--- config.mk ---
export PLATFORM = sky130hd
export DESIGN_NAME = irq_level_ctrl
export DESIGN_NICKNAME = d
export VERILOG_FILES = /design/src/rtl/irq_lvl_pkg.sv /design/src/rtl/irq_level_mask.sv /design/src/rtl/irq_fixed_pick.sv /design/src/rtl/irq_rr_pick.sv /design/src/rtl/irq_status_track.sv /design/src/rtl/irq_level_ctrl.sv
export SDC_FILE = /design/constraint.sdc
export NUM_CORES = 1
export LEC_CHECK = 0
export BUFFER_PORTS_ARGS = -buffer_cell sky130_fd_sc_hd__buf_2
export CORE_ASPECT_RATIO = 0.8
export CORE_MARGIN = 1.5
export CORE_UTILIZATION = 52
export CTS_BUF_LIST = sky130_fd_sc_hd__clkbuf_8
export DETAILED_ROUTE_END_ITERATION = 10
export PLACE_DENSITY = 0.89
export SLEW_MARGIN = 10
export SYNTH_ARGS = -nofsm -noshare
export SYNTH_HDL_FRONTEND = slang
export SYNTH_SLANG_ARGS = --single-unit
--- constraint.sdc ---
create_clock -name clk -period 5.15 [get_ports clk]
set_input_delay 0.515 -clock clk [delete_from_list [all_inputs] [get_ports clk]]
set_output_delay 0.515 -clock clk [all_outputs]
set_load 0.03 [all_outputs]
--- src/rtl/irq_lvl_pkg.sv ---
package irq_lvl_pkg;
  localparam logic [1:0] LVL_OFF  = 2'd0;
  localparam logic [1:0] LVL_LOW  = 2'd1;
  localparam logic [1:0] LVL_MED  = 2'd2;
  localparam logic [1:0] LVL_HIGH = 2'd3;

  // Highest executing level encoded as a level code (0 when idle)
  function automatic logic [1:0] top_level(input logic [2:0] act);
    if (act[2])      return LVL_HIGH;
    else if (act[1]) return LVL_MED;
    else if (act[0]) return LVL_LOW;
    else             return LVL_OFF;
  endfunction
endpackage

--- src/rtl/irq_level_mask.sv ---
module irq_level_mask import irq_lvl_pkg::*; #(
  parameter int N_SRC = 8
) (
  input  logic [N_SRC-1:0]   req_i,
  input  logic [N_SRC-1:0]   en_i,
  input  logic [2*N_SRC-1:0] lvl_cfg_i,
  input  logic               glb_en_i,
  output logic [N_SRC-1:0]   low_o,
  output logic [N_SRC-1:0]   med_o,
  output logic [N_SRC-1:0]   high_o
);
  for (genvar g = 0; g < N_SRC; g++) begin : g_line
    logic       live;
    logic [1:0] code;
    assign live      = req_i[g] & en_i[g] & glb_en_i;
    assign code      = lvl_cfg_i[2*g +: 2];
    assign low_o[g]  = live & (code == LVL_LOW);
    assign med_o[g]  = live & (code == LVL_MED);
    assign high_o[g] = live & (code == LVL_HIGH);
  end
endmodule

--- src/rtl/irq_fixed_pick.sv ---
module irq_fixed_pick #(
  parameter int N_SRC = 8,
  localparam int VEC_W = $clog2(N_SRC)
) (
  input  logic [N_SRC-1:0] req_i,
  output logic             any_o,
  output logic [VEC_W-1:0] idx_o
);
  always_comb begin
    idx_o = '0;
    for (int i = N_SRC - 1; i >= 0; i--) begin
      if (req_i[i]) idx_o = VEC_W'(i);
    end
    any_o = |req_i;
  end
endmodule

--- src/rtl/irq_rr_pick.sv ---
module irq_rr_pick #(
  parameter int N_SRC = 8,
  localparam int VEC_W = $clog2(N_SRC)
) (
  input  logic [N_SRC-1:0] req_i,
  input  logic [VEC_W-1:0] last_i,
  output logic             any_o,
  output logic [VEC_W-1:0] idx_o
);
  logic [N_SRC-1:0] above;
  logic             up_any, all_any;
  logic [VEC_W-1:0] up_idx, all_idx;

  always_comb begin
    for (int i = 0; i < N_SRC; i++) above[i] = req_i[i] & (VEC_W'(i) > last_i);
  end

  irq_fixed_pick #(.N_SRC(N_SRC)) u_upper (.req_i(above), .any_o(up_any),  .idx_o(up_idx));
  irq_fixed_pick #(.N_SRC(N_SRC)) u_wrap  (.req_i(req_i), .any_o(all_any), .idx_o(all_idx));

  assign any_o = all_any;
  assign idx_o = up_any ? up_idx : all_idx;
endmodule

--- src/rtl/irq_status_track.sv ---
module irq_status_track import irq_lvl_pkg::*; (
  input  logic       clk,
  input  logic       rst,
  input  logic       set_i,
  input  logic [1:0] set_lvl_i,
  input  logic       clr_i,
  output logic [2:0] act_o,
  output logic [1:0] top_o
);
  logic [2:0] clr_mask, set_mask;

  assign top_o = top_level(act_o);

  always_comb begin
    clr_mask = '0;
    set_mask = '0;
    if (clr_i && top_o != LVL_OFF) clr_mask[top_o - 2'd1] = 1'b1;
    if (set_i && set_lvl_i != LVL_OFF) set_mask[set_lvl_i - 2'd1] = 1'b1;
  end

  always_ff @(posedge clk) begin
    if (rst) act_o <= '0;
    else     act_o <= (act_o & ~clr_mask) | set_mask;
  end
endmodule

--- src/rtl/irq_level_ctrl.sv ---
module irq_level_ctrl import irq_lvl_pkg::*; #(
  parameter int N_SRC     = 8,
  parameter int VADDR_W   = 16,
  parameter int BOOT_BASE = 'h1000,
  parameter int VEC_BYTES = 4,
  localparam int VEC_W    = $clog2(N_SRC)
) (
  input  logic               clk,
  input  logic               rst,
  input  logic [N_SRC-1:0]   req_i,
  input  logic [N_SRC-1:0]   en_i,
  input  logic [2*N_SRC-1:0] lvl_cfg_i,
  input  logic               glb_en_i,
  input  logic               rr_mode_i,
  input  logic               vbase_sel_i,
  input  logic               ack_i,
  input  logic               reti_i,
  output logic               irq_o,
  output logic [VEC_W-1:0]   vec_o,
  output logic [1:0]         lvl_o,
  output logic [VADDR_W-1:0] vaddr_o,
  output logic [2:0]         active_o
);
  logic [N_SRC-1:0] low_req, med_req, high_req;
  logic             hi_any, md_any, lf_any, lr_any;
  logic [VEC_W-1:0] hi_idx, md_idx, lf_idx, lr_idx;
  logic [VEC_W-1:0] rr_last;
  logic [1:0]       act_top;
  logic             take;

  logic             cand_v;
  logic [VEC_W-1:0] cand_vec;
  logic [1:0]       cand_lvl;
  logic [VADDR_W-1:0] cand_addr;

  irq_level_mask #(.N_SRC(N_SRC)) u_mask (
    .req_i(req_i), .en_i(en_i), .lvl_cfg_i(lvl_cfg_i), .glb_en_i(glb_en_i),
    .low_o(low_req), .med_o(med_req), .high_o(high_req)
  );

  irq_fixed_pick #(.N_SRC(N_SRC)) u_pick_hi (.req_i(high_req), .any_o(hi_any), .idx_o(hi_idx));
  irq_fixed_pick #(.N_SRC(N_SRC)) u_pick_md (.req_i(med_req),  .any_o(md_any), .idx_o(md_idx));
  irq_fixed_pick #(.N_SRC(N_SRC)) u_pick_lf (.req_i(low_req),  .any_o(lf_any), .idx_o(lf_idx));
  irq_rr_pick    #(.N_SRC(N_SRC)) u_pick_lr (.req_i(low_req), .last_i(rr_last),
                                             .any_o(lr_any), .idx_o(lr_idx));

  assign take = ack_i & irq_o;

  irq_status_track u_status (
    .clk(clk), .rst(rst), .set_i(take), .set_lvl_i(lvl_o), .clr_i(reti_i),
    .act_o(active_o), .top_o(act_top)
  );

  // Level selection: strictly above the highest executing level
  always_comb begin
    cand_v   = 1'b0;
    cand_vec = '0;
    cand_lvl = LVL_OFF;
    if (hi_any && LVL_HIGH > act_top) begin
      cand_v = 1'b1; cand_vec = hi_idx; cand_lvl = LVL_HIGH;
    end else if (md_any && LVL_MED > act_top) begin
      cand_v = 1'b1; cand_vec = md_idx; cand_lvl = LVL_MED;
    end else if (lf_any && LVL_LOW > act_top) begin
      cand_v = 1'b1; cand_vec = rr_mode_i ? lr_idx : lf_idx; cand_lvl = LVL_LOW;
    end
    cand_addr = (vbase_sel_i ? VADDR_W'(BOOT_BASE) : '0)
              + VADDR_W'(cand_vec) * VADDR_W'(VEC_BYTES);
  end

  always_ff @(posedge clk) begin
    if (rst) begin
      irq_o   <= 1'b0;
      vec_o   <= '0;
      lvl_o   <= LVL_OFF;
      vaddr_o <= '0;
      rr_last <= '0;
    end else begin
      irq_o   <= cand_v & ~(ack_i | reti_i);
      vec_o   <= cand_vec;
      lvl_o   <= cand_lvl;
      vaddr_o <= cand_addr;
      if (take && lvl_o == LVL_LOW) rr_last <= vec_o;
    end
  end
endmodule

==> results of run 1 <==
## layout make-up
class / count / area, um^2
timing repair buffer: 51 / 255
clock buffer: 3 / 41.3
multi-input combinational: 155 / 943
clock inverter: 1 / 3.75
fill: 225 / 867
tap: 36 / 45.0
inverter: 7 / 26.3
sequential: 13 / 260
## worst max-delay path, delay by kind of cell
family | cells | cell delay, ns
buffers and inverters | 1 | 0.25
AND/OR/NAND/NOR | 4 | 1.29
AO/OA/AOI/OAI | 3 | 0.62
## logic make-up after synthesis
group / count (synthesis)
AOI/OAI and AO/OA: 54
other: 1
DFF: 13
and+or+nand+nor: 86
muxes: 3
buffers and inverters: 28
## per-stage QoR
step                      hold WS, ns  util (%)  instance area (um^2)  setup slack, ns  instances
after floorplan                 0.581         -                  1370             2.87        196
after global placement          0.463      62.7                  1530             2.57        262
after detailed placement        0.482      62.7                  1530             2.44        262
after CTS                       0.470      64.5                  1580             2.68        266
after global routing            0.483      64.5                  1580             2.56        266
final                           0.475      64.5                  1580             2.63        266
## synth_stat cells (3+ instances only)
master                      n
sky130_fd_sc_hd__and3_1     4
sky130_fd_sc_hd__a21o_1     3
sky130_fd_sc_hd__or2_2      3
sky130_fd_sc_hd__nand4_1    6
sky130_fd_sc_hd__inv_1      7
sky130_fd_sc_hd__nand2_1    8
sky130_fd_sc_hd__nand2b_1   5
sky130_fd_sc_hd__or3_1      5
sky130_fd_sc_hd__nand3_1   11
sky130_fd_sc_hd__mux2i_1    3
sky130_fd_sc_hd__nor3_1     6
sky130_fd_sc_hd__clkbuf_1   4
sky130_fd_sc_hd__a21oi_1    8
sky130_fd_sc_hd__nor2_1    23
sky130_fd_sc_hd__o311ai_0   3
sky130_fd_sc_hd__o22ai_1    5
sky130_fd_sc_hd__dfxtp_1   13
sky130_fd_sc_hd__nor3b_1    3
sky130_fd_sc_hd__a31oi_1    4
sky130_fd_sc_hd__buf_4     15
sky130_fd_sc_hd__o21ai_0    4
sky130_fd_sc_hd__o31ai_1    4
## where the power goes
group          switching (W)  total [W]  internal (W)
sequential        0.00000350   0.000109      0.000105
combinational      0.0000640  0.0000974     0.0000334
clock              0.0000357  0.0000882     0.0000526
## flip-flops by register name, indices dropped and copies added, names as in the netlist
register	count
rr_last	3
lvl_o	2
irq_o	1
u_status.act_o	3
vec_o	2
vaddr_o	2
## how the worst max path moves through the flow
stage	start	end	cells past startpoint
floorplan	req_i[1]	vec_o[0]$_SDFF_PP0_	8
global placement	glb_en_i	vec_o[0]$_SDFF_PP0_	8
detailed placement	glb_en_i	vec_o[0]$_SDFF_PP0_	8
CTS	glb_en_i	vec_o[0]$_SDFF_PP0_	8
global route	glb_en_i	vec_o[0]$_SDFF_PP0_	8
finish	glb_en_i	vec_o[0]$_SDFF_PP0_	8
## per-layer routing
layer | routed length (um) | share of wire, % | GRT usage (%)
met1 | 1660 | 46 | 35.1
met2 | 1620 | 45 | 40.7
met3 | 313 | 8.7 | 6.63
met4 | 0 | 0 | 4.09
met5 | 0 | 0 | 0
==> results.txt, run 1 <==
The flow ran to the end, and the final reports show no timing, DRC or antenna violations. The global-route congestion overflow total came out at 0. Setup repair after global routing left no endpoint under its margin.

After clock tree synthesis, the setup repair step added 0 buffers. Summed over all layers, the routed wires come to 3590 um. For the pin with the worst max-slew slack, the measured transition is 0.712 ns.

The die covers 2860 um^2. The worst setup path is launched from a primary input. Once the floorplan was initialized, standard cells occupied 54.3% of the core.

Worst path required time: 5.30 ns. Routability-driven placement finished with a final weighted congestion of 0.911. Dividing the detail-routed wire length by the instance count gives 13.5 um.

Hold path endpoint: irq_o$_SDFF_PP0_. The most instantiated flip-flop cell in the synthesis netlist was sky130_fd_sc_hd__dfxtp_1. Setup total negative slack on the finished layout was measured at 0 ns. In this run the worst path has a maximum fanout of 16. In this run, post-CTS hold repair placed 0 buffers.

Post-route total power: 0.000294 W. The tools report the endpoint of the worst-slack reg-to-reg timing path as vec_o[1]$_SDFF_PP0_. After Yosys synthesis, full adders, half adders and majority gates account for 0% of the synthesized area.

The post-cts sizing count was 0. Each instance of the synthesized netlist takes up on average 7.17 um^2. The final worst-path cycle share works out to 49.0%. Walking the worst path, the cells encountered are buf_2, nand3_2, or3b_1, or4_4, a31oi_2, nor3b_2, o21ai_1, a221oi_2. Setup violations remaining at the end of the flow were counted as 0.

In this run, the number of DRC markers left after iteration 0 of detailed routing was 109. The top-area cell type share of the netlist area was 19.6%. For this design, the sink count on the clock tree is 13.

Leaving out fill and tap cells, the most frequent cell in the layout is sky130_fd_sc_hd__buf_2. Of the cells placed in the final design, the portion with a size suffix greater than 1 is 27.4%. Via count normalized by instance count: 6.00. The run gives 0 as the number of hold violations in the final report. By area, the combinational part of the netlist is dominated by simple AND/OR/NAND/NOR gates. The startpoint of the most critical register-to-register path is rr_last[1]$_SDFFE_PP0P_. The total count of max-transition violations in the final report came out at 0. The critical path is of the primary input to register type. The floorplan step set the die height to 48.2 um. Most area-hungry cell type in the Yosys netlist: sky130_fd_sc_hd__dfxtp_1. The type of the most critical hold path was primary input to register. Yosys mapped a number of flops with a built-in enable equal to 0. IR analysis of the VDD net gives a maximum drop of 0.214 mV. At the later pin of the worst-skew pair, clock insertion delay measures 0.24 ns.

For this run, design rule violations remaining after detail routing come to 0. Number of storage elements in the synthesis netlist: 13. The repair_antennas step left the layout with diodes totalling 0. Max-cap violations in this run came to 0. The shortest clock period the worst path allows after layout works out to 2.52 ns. For this run, the number of Yosys warnings is 0. Measured in cells, the most critical reg-to-reg path has a length of 6. Headroom to the max-slew limit came out at 52.5%.

For this design the static power due to leakage is 0.706 nW. Entering global routing, the biggest net connects 17 pins. The power density normalized to cell area works out to 187 nW/um^2. Measured against the total synthesized area, the mux share comes to 2.26%.

The count of cells along the worst hold path was 2; the first-pass GRT wire length was 5550 um. After clock tree synthesis, the clock-pin slew on the worst setup and hold paths is 0.06 ns. The post-synthesis compound-gate area fraction came out at 30.2%. The highest cell delay on the worst timing path is 0.49 ns, and the count of cell types in the netlist is 52. Summed over all nets, the half-perimeter wirelength after detailed placement is 2850 um.

The cell with the biggest individual delay on the critical path is sky130_fd_sc_hd__or3b_1. The logs give 0 for the initial antenna violation count and 1595 for the vias after detailed routing. Port buffering added 51 buffers. The core region is 2440 um^2.

The initialized floorplan defines 16 standard-cell rows. The number of buffers inserted during clock tree synthesis came out at 3. Synthesis produced 185 cells. The tools report the total I/O pin count as 64.

Overall global routing resource usage: 25.3%. Summing the areas of all and, or, nand and nor instances in the mapped netlist gives 35.3% of the synthesized area. The master cell of the clock root buffer was sky130_fd_sc_hd__clkbuf_8. The area growth from synthesis to layout is 18.8%. Cell area after synthesis: 1330 um^2. Of the total synthesized cell area, the portion taken by XOR and XNOR cells is 0%.

The final layout net count is 270, and the setup slack of the most critical reg-to-reg path is 3.11 ns. The number of levels the H-tree was split into came out at 1. The worst setup path is captured at a register.

Sequential elements use 19.6% of the synthesized area. After synthesis, the cell types taking the most area are sky130_fd_sc_hd__dfxtp_1 (20%), sky130_fd_sc_hd__buf_4 (8.5%), sky130_fd_sc_hd__nor2_1 (6.5%). From left edge to right edge, the die measures 59.5 um. The top cell types in the final layout, fill and taps aside, are sky130_fd_sc_hd__buf_2 (51), sky130_fd_sc_hd__nor2_1 (23), sky130_fd_sc_hd__dfxtp_1 (13).

In this run the deepest clock path goes through 2 buffers. Data on the critical path arrives at its endpoint at 2.68 ns. The first detailed-routing pass ran for 4 iterations.

Based on the critical path, the design can be clocked at up to 0.396 GHz. Post-detailed-route count of antenna-violating nets: 0. After synthesis, the share of flip-flops with an asynchronous set or reset is 0%.

TritonCTS built the clock tree. The tools report the source of the worst hold timing path as reti_i. The clock arrives with 0.00504 ns of skew. The number of global-route vias before repair came out at 1304.
Note: power is estimated with default switching activity, not from simulation.
==> run 2: changes to the inputs <==
CORE_UTILIZATION = 43   (was 52)
PLACE_DENSITY = 0.78   (was 0.89)
clock period = 2.2 ns   (was 5.15 ns; I/O delays follow)
==> results.txt, run 2 (same netlist as run 1, synthesis figures left out) <==
The run finished with clean final reports. The number of non-filler instances in the completed layout came out at 272 (was 266). Setup repair after global routing left no endpoint under its margin. The logs give 5730 um (was 5550 um) for the first-pass GRT wire length and 57.6% (was 52.5%) for the worst max-slew margin expressed relative to the limit.

The tools report the placer's final routability congestion estimate as 0.894 (was 0.911). The tools report the quantity of hold-fixing buffers added after cts as 0 (unchanged). The fraction of layout cells with a size suffix above 1 was 29.1% (was 27.4%); the total I/O pin count was 64 (unchanged).

The tools report the startpoint of the most critical register-to-register path as rr_last[0]$_SDFFE_PP0P_ (was rr_last[1]$_SDFFE_PP0P_). The number of levels the H-tree was split into was 1 (unchanged). The number of port buffers was 51 (unchanged).

Pin count of the biggest net entering global routing: 16 (was 17). The post-DP HPWL is 2850 um (about the same), and the detail-routed net length per standard cell is 13.0 um (was 13.5 um). The logs give 0.477 mV (was 0.214 mV) for the maximum resistive drop on vdd and 134 (was 109) for the number of design-rule violations left by the first detailed-router iteration. The largest fanout on the critical path is 11 (was 16).

Type of the most critical hold path: primary input to register (unchanged). The slew of the pin with the lowest slew margin came out at 0.634 ns (was 0.712 ns). The leakage power summed over all cells was 0.731 nW (was 0.706 nW). The critical path launch point type was a register (was a primary input). The area of the placeable core is 2850 um^2 (was 2440 um^2), and the initial standard-cell utilization of the core is 46.5% (was 54.3%).

The clock sink count was 13 (unchanged); the global-route congestion overflow total was 0 (unchanged). The tools report the source of the worst hold timing path as vbase_sel_i (was reti_i). The tools report the post-placement cell count as 268 (was 262).

The worst path required time was 2.32 ns (was 5.30 ns); the power density normalized to cell area was 425 nW/um^2 (was 187 nW/um^2). The tools report the total count of max-transition violations in the final report as 0 (unchanged). The logs give 0 (unchanged) for the post-detailed-route count of antenna-violating nets and 0.24 ns (about the same) for the insertion delay of the later-clocked pin in the worst-skew pair. Master cell of the clock root buffer: sky130_fd_sc_hd__clkbuf_8 (unchanged).

The width of the die is 65.1 um (was 59.5 um), and the shortest clock period the worst path allows after layout is 2.01 ns. The most common cell after layout, fill and taps aside was sky130_fd_sc_hd__buf_2 (unchanged). Number of cells on the worst reg-to-reg path: 6 (unchanged). The overall global routing resource usage is 21.2% (was 25.3%), and the area enclosed by the die boundary is 3430 um^2 (was 2860 um^2). The overall die height is 52.7 um (was 48.2 um), and the final worst-path cycle share is 91.5%.

The sum of negative setup slack was 0 ns (unchanged); the via count normalized by instance count was 5.81 (was 6.00). The number of antenna diodes came out at 0 (unchanged). The logs give 0 (unchanged) for the number of hold violations in the final report and 3550 um (was 3590 um) for the detailed-route wire length. The filler cell count in the final layout was 280 (was 225); the vias after detailed routing was 1581 (was 1595). The clock-pin transition on the worst setup and hold timing paths came out at 0.05 ns (was 0.06 ns). TritonCTS built the clock tree. Most frequent cells in the layout: sky130_fd_sc_hd__buf_2 (51), sky130_fd_sc_hd__nor2_1 (23), sky130_fd_sc_hd__conb_1 (12), sky130_fd_sc_hd__dfxtp_1 (12), sky130_fd_sc_hd__nand3_1 (11) (was sky130_fd_sc_hd__buf_2 (51), sky130_fd_sc_hd__nor2_1 (23), sky130_fd_sc_hd__dfxtp_1 (13)).

The run gives 0 (unchanged) as the DRC violation count after routing. Highest attainable clock frequency: 0.497 GHz. The final layout net count was 274 (was 270); the relative area change from synthesis to final layout was 22.3% (was 18.8%). The first-pass detailed-route iteration total was 4 (unchanged).

Worst setup path category: register to register (was primary input to register). The tools report the row count as 17 (was 16). The count of maximum capacitance violations came out at 0 (unchanged). The run gives 0 (unchanged) as the total setup violations reported at the end of the flow. The setup slack of the most critical reg-to-reg path is 0.19 ns (was 3.11 ns). The number of buffers inserted during clock tree synthesis was 3 (unchanged); the clock skew was 0.00208 ns (was 0.00504 ns). The tools report the endpoint of the worst-slack reg-to-reg timing path as vec_o[1]$_SDFF_PP0_ (unchanged).

The tools report the initial antenna violation count as 0 (unchanged). The count of cells along the worst hold path is 2 (unchanged), and the arrival time of data at the critical path endpoint is 2.13 ns (was 2.68 ns). Hold path endpoint: vaddr_o[12]$_SDFF_PP0_ (was irq_o$_SDFF_PP0_).

Biggest registers after layout: rr_last (3), u_status.act_o (3) (unchanged). The number of global-route vias before repair was 1308 (was 1304); the deepest clock path buffer count was 2 (unchanged). The critical path endpoint category was a register (unchanged).
==> run 2: metal layers <==
layer | vias up | global-route usage, % | routed length (um)
li1 | 783 | - | -
met1 | 724 | 30.4 | 1690
met2 | 74 | 33.0 | 1580
met3 | 0 | 4.09 | 272
met4 | 0 | 4.51 | 0
met5 | - | 0 | 0
==> run 2: per-stage QoR <==
step	instance area [um^2]	hold slack [ns]	utilization, %	worst slack [ns]	total power (W)
final	1620	0.198	56.9	0.187	0.000689
after global placement	1580	0.428	55.3	0.0954	0.000486
after global routing	1620	0.192	56.9	0.0374	0.000727
after detailed placement	1580	0.449	55.3	0.0298	0.000487
after floorplan	1370	0.286	-	0.214	0.000424
after CTS	1620	0.190	56.8	0.109	0.000689
==> run 2: area by class of cell <==
cell class                 count  area [um^2]  area share, %
timing repair buffer          55          298           18.4
inverter                       7         26.3           1.62
tap                           38         47.5           2.93
clock buffer                   3         41.3           2.55
clock inverter                 1         3.75          0.231
multi-input combinational    155          943           58.2
sequential                    13          262           16.1
==> run 2: critical path: stages, from the launching register on <==
cell                        delay [ns]
sky130_fd_sc_hd__dfxtp_1          0.52
sky130_fd_sc_hd__a2111oi_0        0.17
sky130_fd_sc_hd__a21oi_1          0.33
sky130_fd_sc_hd__o311ai_0         0.24
sky130_fd_sc_hd__a32o_1           0.27
sky130_fd_sc_hd__a311oi_1         0.29
sky130_fd_sc_hd__nor3_1           0.07
==> run 2: worst max path at each step <==
stage / slack, ns / endpoint / from / depth (start not counted)
6_report: 0.19 / vec_o[1]$_SDFF_PP0_ / rr_last[0]$_SDFFE_PP0P_ / 6
5_1_grt: 0.04 / vec_o[1]$_SDFF_PP0_ / rr_last[0]$_SDFFE_PP0P_ / 6
4_1_cts: 0.11 / vec_o[1]$_SDFF_PP0_ / rr_last[1]$_SDFFE_PP0P_ / 6
3_5_place_dp: 0.03 / vec_o[0]$_SDFF_PP0_ / glb_en_i / 8
3_3_place_gp: 0.1 / vec_o[0]$_SDFF_PP0_ / lvl_cfg_i[4] / 8
2_1_floorplan: 0.21 / vec_o[0]$_SDFF_PP0_ / req_i[1] / 8
==> run 2: power breakdown <==
part	switching [W]	internal, W	leakage, nW
Clock	0.0000802	0.000123	0.0269
Combinational	0.000148	0.0000831	0.597
Sequential	0.00000793	0.000247	0.106
Total	0.000236	0.000453	0.731
==> run 2: what timing repair did <==
| item | 4_1_cts | 5_1_grt |
|---|---|---|
| buffers inserted | 0 | 0 |
| setup endpoints to repair | 0 | 1 |
| resized for setup | 0 | 1 |
| hold endpoints to repair | 0 | 0 |
==> run 3: changes to the inputs <==
PLACE_DENSITY = 0.75   (was 0.78)
RECOVER_POWER = 50   (was not set)
==> results.txt, run 3 (same netlist as run 1, synthesis figures left out) <==
The flow ran to the end, and the final reports show no timing, DRC or antenna violations. The power spent charging and discharging nets came out at 0.000240 W (was 0.000236 W). The share of power burned in combinational logic is 32.9% (was 33.6%), and the width of the die is 65.1 um (unchanged). The run gives 0 (unchanged) as the total setup violations reported at the end of the flow. The largest fanout on the critical path was 12 (was 11); the sum of negative setup slack was 0 ns (unchanged).

The master cell of the clock root buffer was sky130_fd_sc_hd__clkbuf_8 (unchanged). The source of the worst hold timing path was reti_i (was vbase_sel_i). The via count normalized by instance count was 5.70 (was 5.81). Most common cell after layout, fill and taps aside: sky130_fd_sc_hd__buf_2 (unchanged).

The tools report the leakage power summed over all cells as 0.707 nW (was 0.731 nW). The logs give 6180 um (was 5730 um) for the first-pass GRT wire length and 0 (unchanged) for the initial antenna violation count. The run gives 0.412 mV (was 0.477 mV) as the maximum resistive drop on vdd. Crit-path cells: buf_2, nand3_2, or3b_1, buf_4, o311ai_0, a211oi_1, nor3b_2, o21ai_1, a221oi_2 (was a2111oi_0, a21oi_1, o311ai_0, a32o_1, a311oi_1, nor3_1). The count of buffer and inverter cells on the critical path works out to 2 (was 0). Most frequent cells in the layout: sky130_fd_sc_hd__buf_2 (41), sky130_fd_sc_hd__nor2_1 (23), sky130_fd_sc_hd__dfxtp_1 (13) (was sky130_fd_sc_hd__buf_2 (51), sky130_fd_sc_hd__nor2_1 (23), sky130_fd_sc_hd__conb_1 (12), sky130_fd_sc_hd__dfxtp_1 (12), sky130_fd_sc_hd__nand3_1 (11)). The shortest clock period the worst path allows after layout came out at 2.00 ns (was 2.01 ns). The tools report the critical path endpoint category as a register (unchanged). The quantity of hold-fixing buffers added after cts was 0 (unchanged). The detail-routed net length per standard cell was 13.4 um (was 13.0 um).

For the number of hold violations in the final report, the log shows 0 (unchanged). Type of the most critical hold path: primary input to register (unchanged). The row count is 17 (unchanged). The run gives 0 (unchanged) as the post-cts sizing count.

The hold path endpoint was irq_o$_SDFF_PP0_ (was vaddr_o[12]$_SDFF_PP0_). Worst setup path category: primary input to register (was register to register). The tools report the count of maximum capacitance violations as 0 (unchanged).

The initial standard-cell utilization of the core was 46.5% (unchanged); the pin count of the biggest net entering global routing was 14 (was 16). The clock-pin transition on the worst setup and hold timing paths is 0.05 ns (about the same), and the overall die height is 52.7 um (unchanged). The setup slack of the most critical reg-to-reg path came out at 0.25 ns (was 0.19 ns). The tools report the fraction of power consumed by the clock network as 30.0% (was 29.5%). The total count of max-transition violations in the final report is 0 (unchanged), and the number of antenna diodes is 0 (unchanged). The tools report the area enclosed by the die boundary as 3430 um^2 (unchanged). Cell type group with the largest total delay on the critical path: compound AO/OA/AOI/OAI gates (unchanged). The number of buffers inserted to repair setup after CTS came out at 0 (unchanged).

The post-DP HPWL is 2960 um (was 2850 um). The worst max-slew margin expressed relative to the limit came out at 60.9% (was 57.6%). The endpoint of the worst-slack reg-to-reg timing path was vec_o[0]$_SDFF_PP0_ (was vec_o[1]$_SDFF_PP0_). The global-route congestion overflow total was 0 (unchanged); the power density normalized to cell area was 424 nW/um^2 (was 425 nW/um^2). The arrival time of data at the critical path endpoint was 2.16 ns (was 2.13 ns).

For the post-placement cell area, the log shows 1590 um^2 (was 1580 um^2). The count of cells along the worst hold path is 2 (unchanged). The fraction of layout cells with a size suffix above 1 was 25.6% (was 29.1%). Setup repair after global routing left no endpoint under its margin. The number of non-filler instances in the completed layout came out at 276 (was 272). The number of buffers inserted during clock tree synthesis was 3 (unchanged). For the number of levels the H-tree was split into, the log shows 1 (unchanged). The area of the placeable core is 2850 um^2 (unchanged).

The highest cell delay on the worst timing path came out at 0.42 ns (was 0.52 ns). The first-pass detailed-route iteration total was 4 (unchanged). The tools report the vias after detailed routing as 1573 (was 1581). For the post-placement cell count, the log shows 272 (was 268). Number of port buffers: 51 (unchanged). Slew of the pin with the lowest slew margin: 0.586 ns (was 0.634 ns). The clock sink count came out at 13 (unchanged). The design area is 1630 um^2 (was 1620 um^2), and the insertion delay of the later-clocked pin in the worst-skew pair is 0.24 ns (about the same). The tools report the post-detailed-route count of antenna-violating nets as 0 (unchanged). The tools report the total I/O pin count as 64 (unchanged).

Clock skew: 0.00355 ns (was 0.00208 ns). Biggest registers after layout: rr_last (3), u_status.act_o (3) (unchanged). The overall global routing resource usage is 22.9% (was 21.2%).

Cell with the biggest individual delay on the critical path: sky130_fd_sc_hd__or3b_1 (was sky130_fd_sc_hd__dfxtp_1). The number of global-route vias before repair is 1401 (was 1308). Switching part of the total power: 34.9% (was 34.3%). Critical path launch point type: a primary input (was a register). The run gives 278 (was 274) as the final layout net count. The relative area change from synthesis to final layout is 22.5% (was 22.3%). The startpoint of the most critical register-to-register path was rr_last[1]$_SDFFE_PP0P_ (was rr_last[0]$_SDFFE_PP0P_).

The final worst-path cycle share is 91.0% (was 91.5%), and the number of cells on the worst reg-to-reg path is 6 (unchanged). Number of design-rule violations left by the first detailed-router iteration: 99 (was 134). The DRC violation count after routing is 0 (unchanged), and the placer's final routability congestion estimate is 0.963 (was 0.894). The run gives 3690 um (was 3550 um) as the detailed-route wire length.

The worst path required time came out at 2.36 ns (was 2.32 ns). The logs give 0.000448 W (was 0.000453 W) for the internal portion of total power and 0.499 GHz (was 0.497 GHz) for the highest attainable clock frequency. The share of power burned in registers was 37.1% (was 36.9%); the deepest clock path buffer count was 2 (unchanged).

TritonCTS built the clock tree.
-- run 3: changes by cell type in the layout (fill, tap and decap cells not counted), sizes merged --
cell	before	now
buf	55	49
clkbuf	3	13
-- run 3: how the worst max path moves through the flow --
| stage | from | end | slack, ns | cells past startpoint |
|---|---|---|---|---|
| 2_1_floorplan | req_i[1] | vec_o[0]$_SDFF_PP0_ | 0.21 | 8 |
| 3_3_place_gp | glb_en_i | vec_o[0]$_SDFF_PP0_ | 0.04 | 8 |
| 3_5_place_dp | glb_en_i | vec_o[0]$_SDFF_PP0_ | -0.05 | 9 |
| 4_1_cts | glb_en_i | vec_o[0]$_SDFF_PP0_ | 0.20 | 9 |
| 5_1_grt | glb_en_i | vec_o[0]$_SDFF_PP0_ | 0.04 | 9 |
| 6_report | glb_en_i | vec_o[0]$_SDFF_PP0_ | 0.20 | 9 |
-- run 3: layer usage --
layer	part of all wire [%]	global-route usage (%)	up-vias
met4	0.52	4.17	0
met1	46	32.1	689
met3	10	4.30	4
li1	-	-	791
met5	0	0	-
met2	43	36.8	89
-- run 3: area by class of cell --
type,instances,area (um^2)
inverters,7,26.3
well taps,38,47.5
multi-input cells,155,943
repair buffers,59,303
fillers,292,1220
flip-flops and latches,13,260
clock inverters,1,3.75
clock buffers,3,41.3
-- run 3: through the flow --
step / total power [W] / util, % / setup slack, ns / hold WS, ns
after floorplan: 0.000424 / - / 0.214 / 0.286
after global placement: 0.000486 / 55.9 / 0.0433 / 0.427
after detailed placement: 0.000485 / 55.9 / -0.0475 / 0.441
after CTS: 0.000694 / 57.5 / 0.204 / 0.181
after global routing: 0.000734 / 57.0 / 0.0427 / 0.188
final: 0.000688 / 57.0 / 0.198 / 0.193
-- run 3: power by group through the flow --
stage               registers [W]  clock network [W]  logic [W]
floorplan                0.000279                  0   0.000145
global placement         0.000259                  0   0.000227
detailed placement       0.000259                  0   0.000226
CTS                      0.000255           0.000211   0.000227
global route             0.000257           0.000230   0.000248
finish                   0.000255           0.000206   0.000227
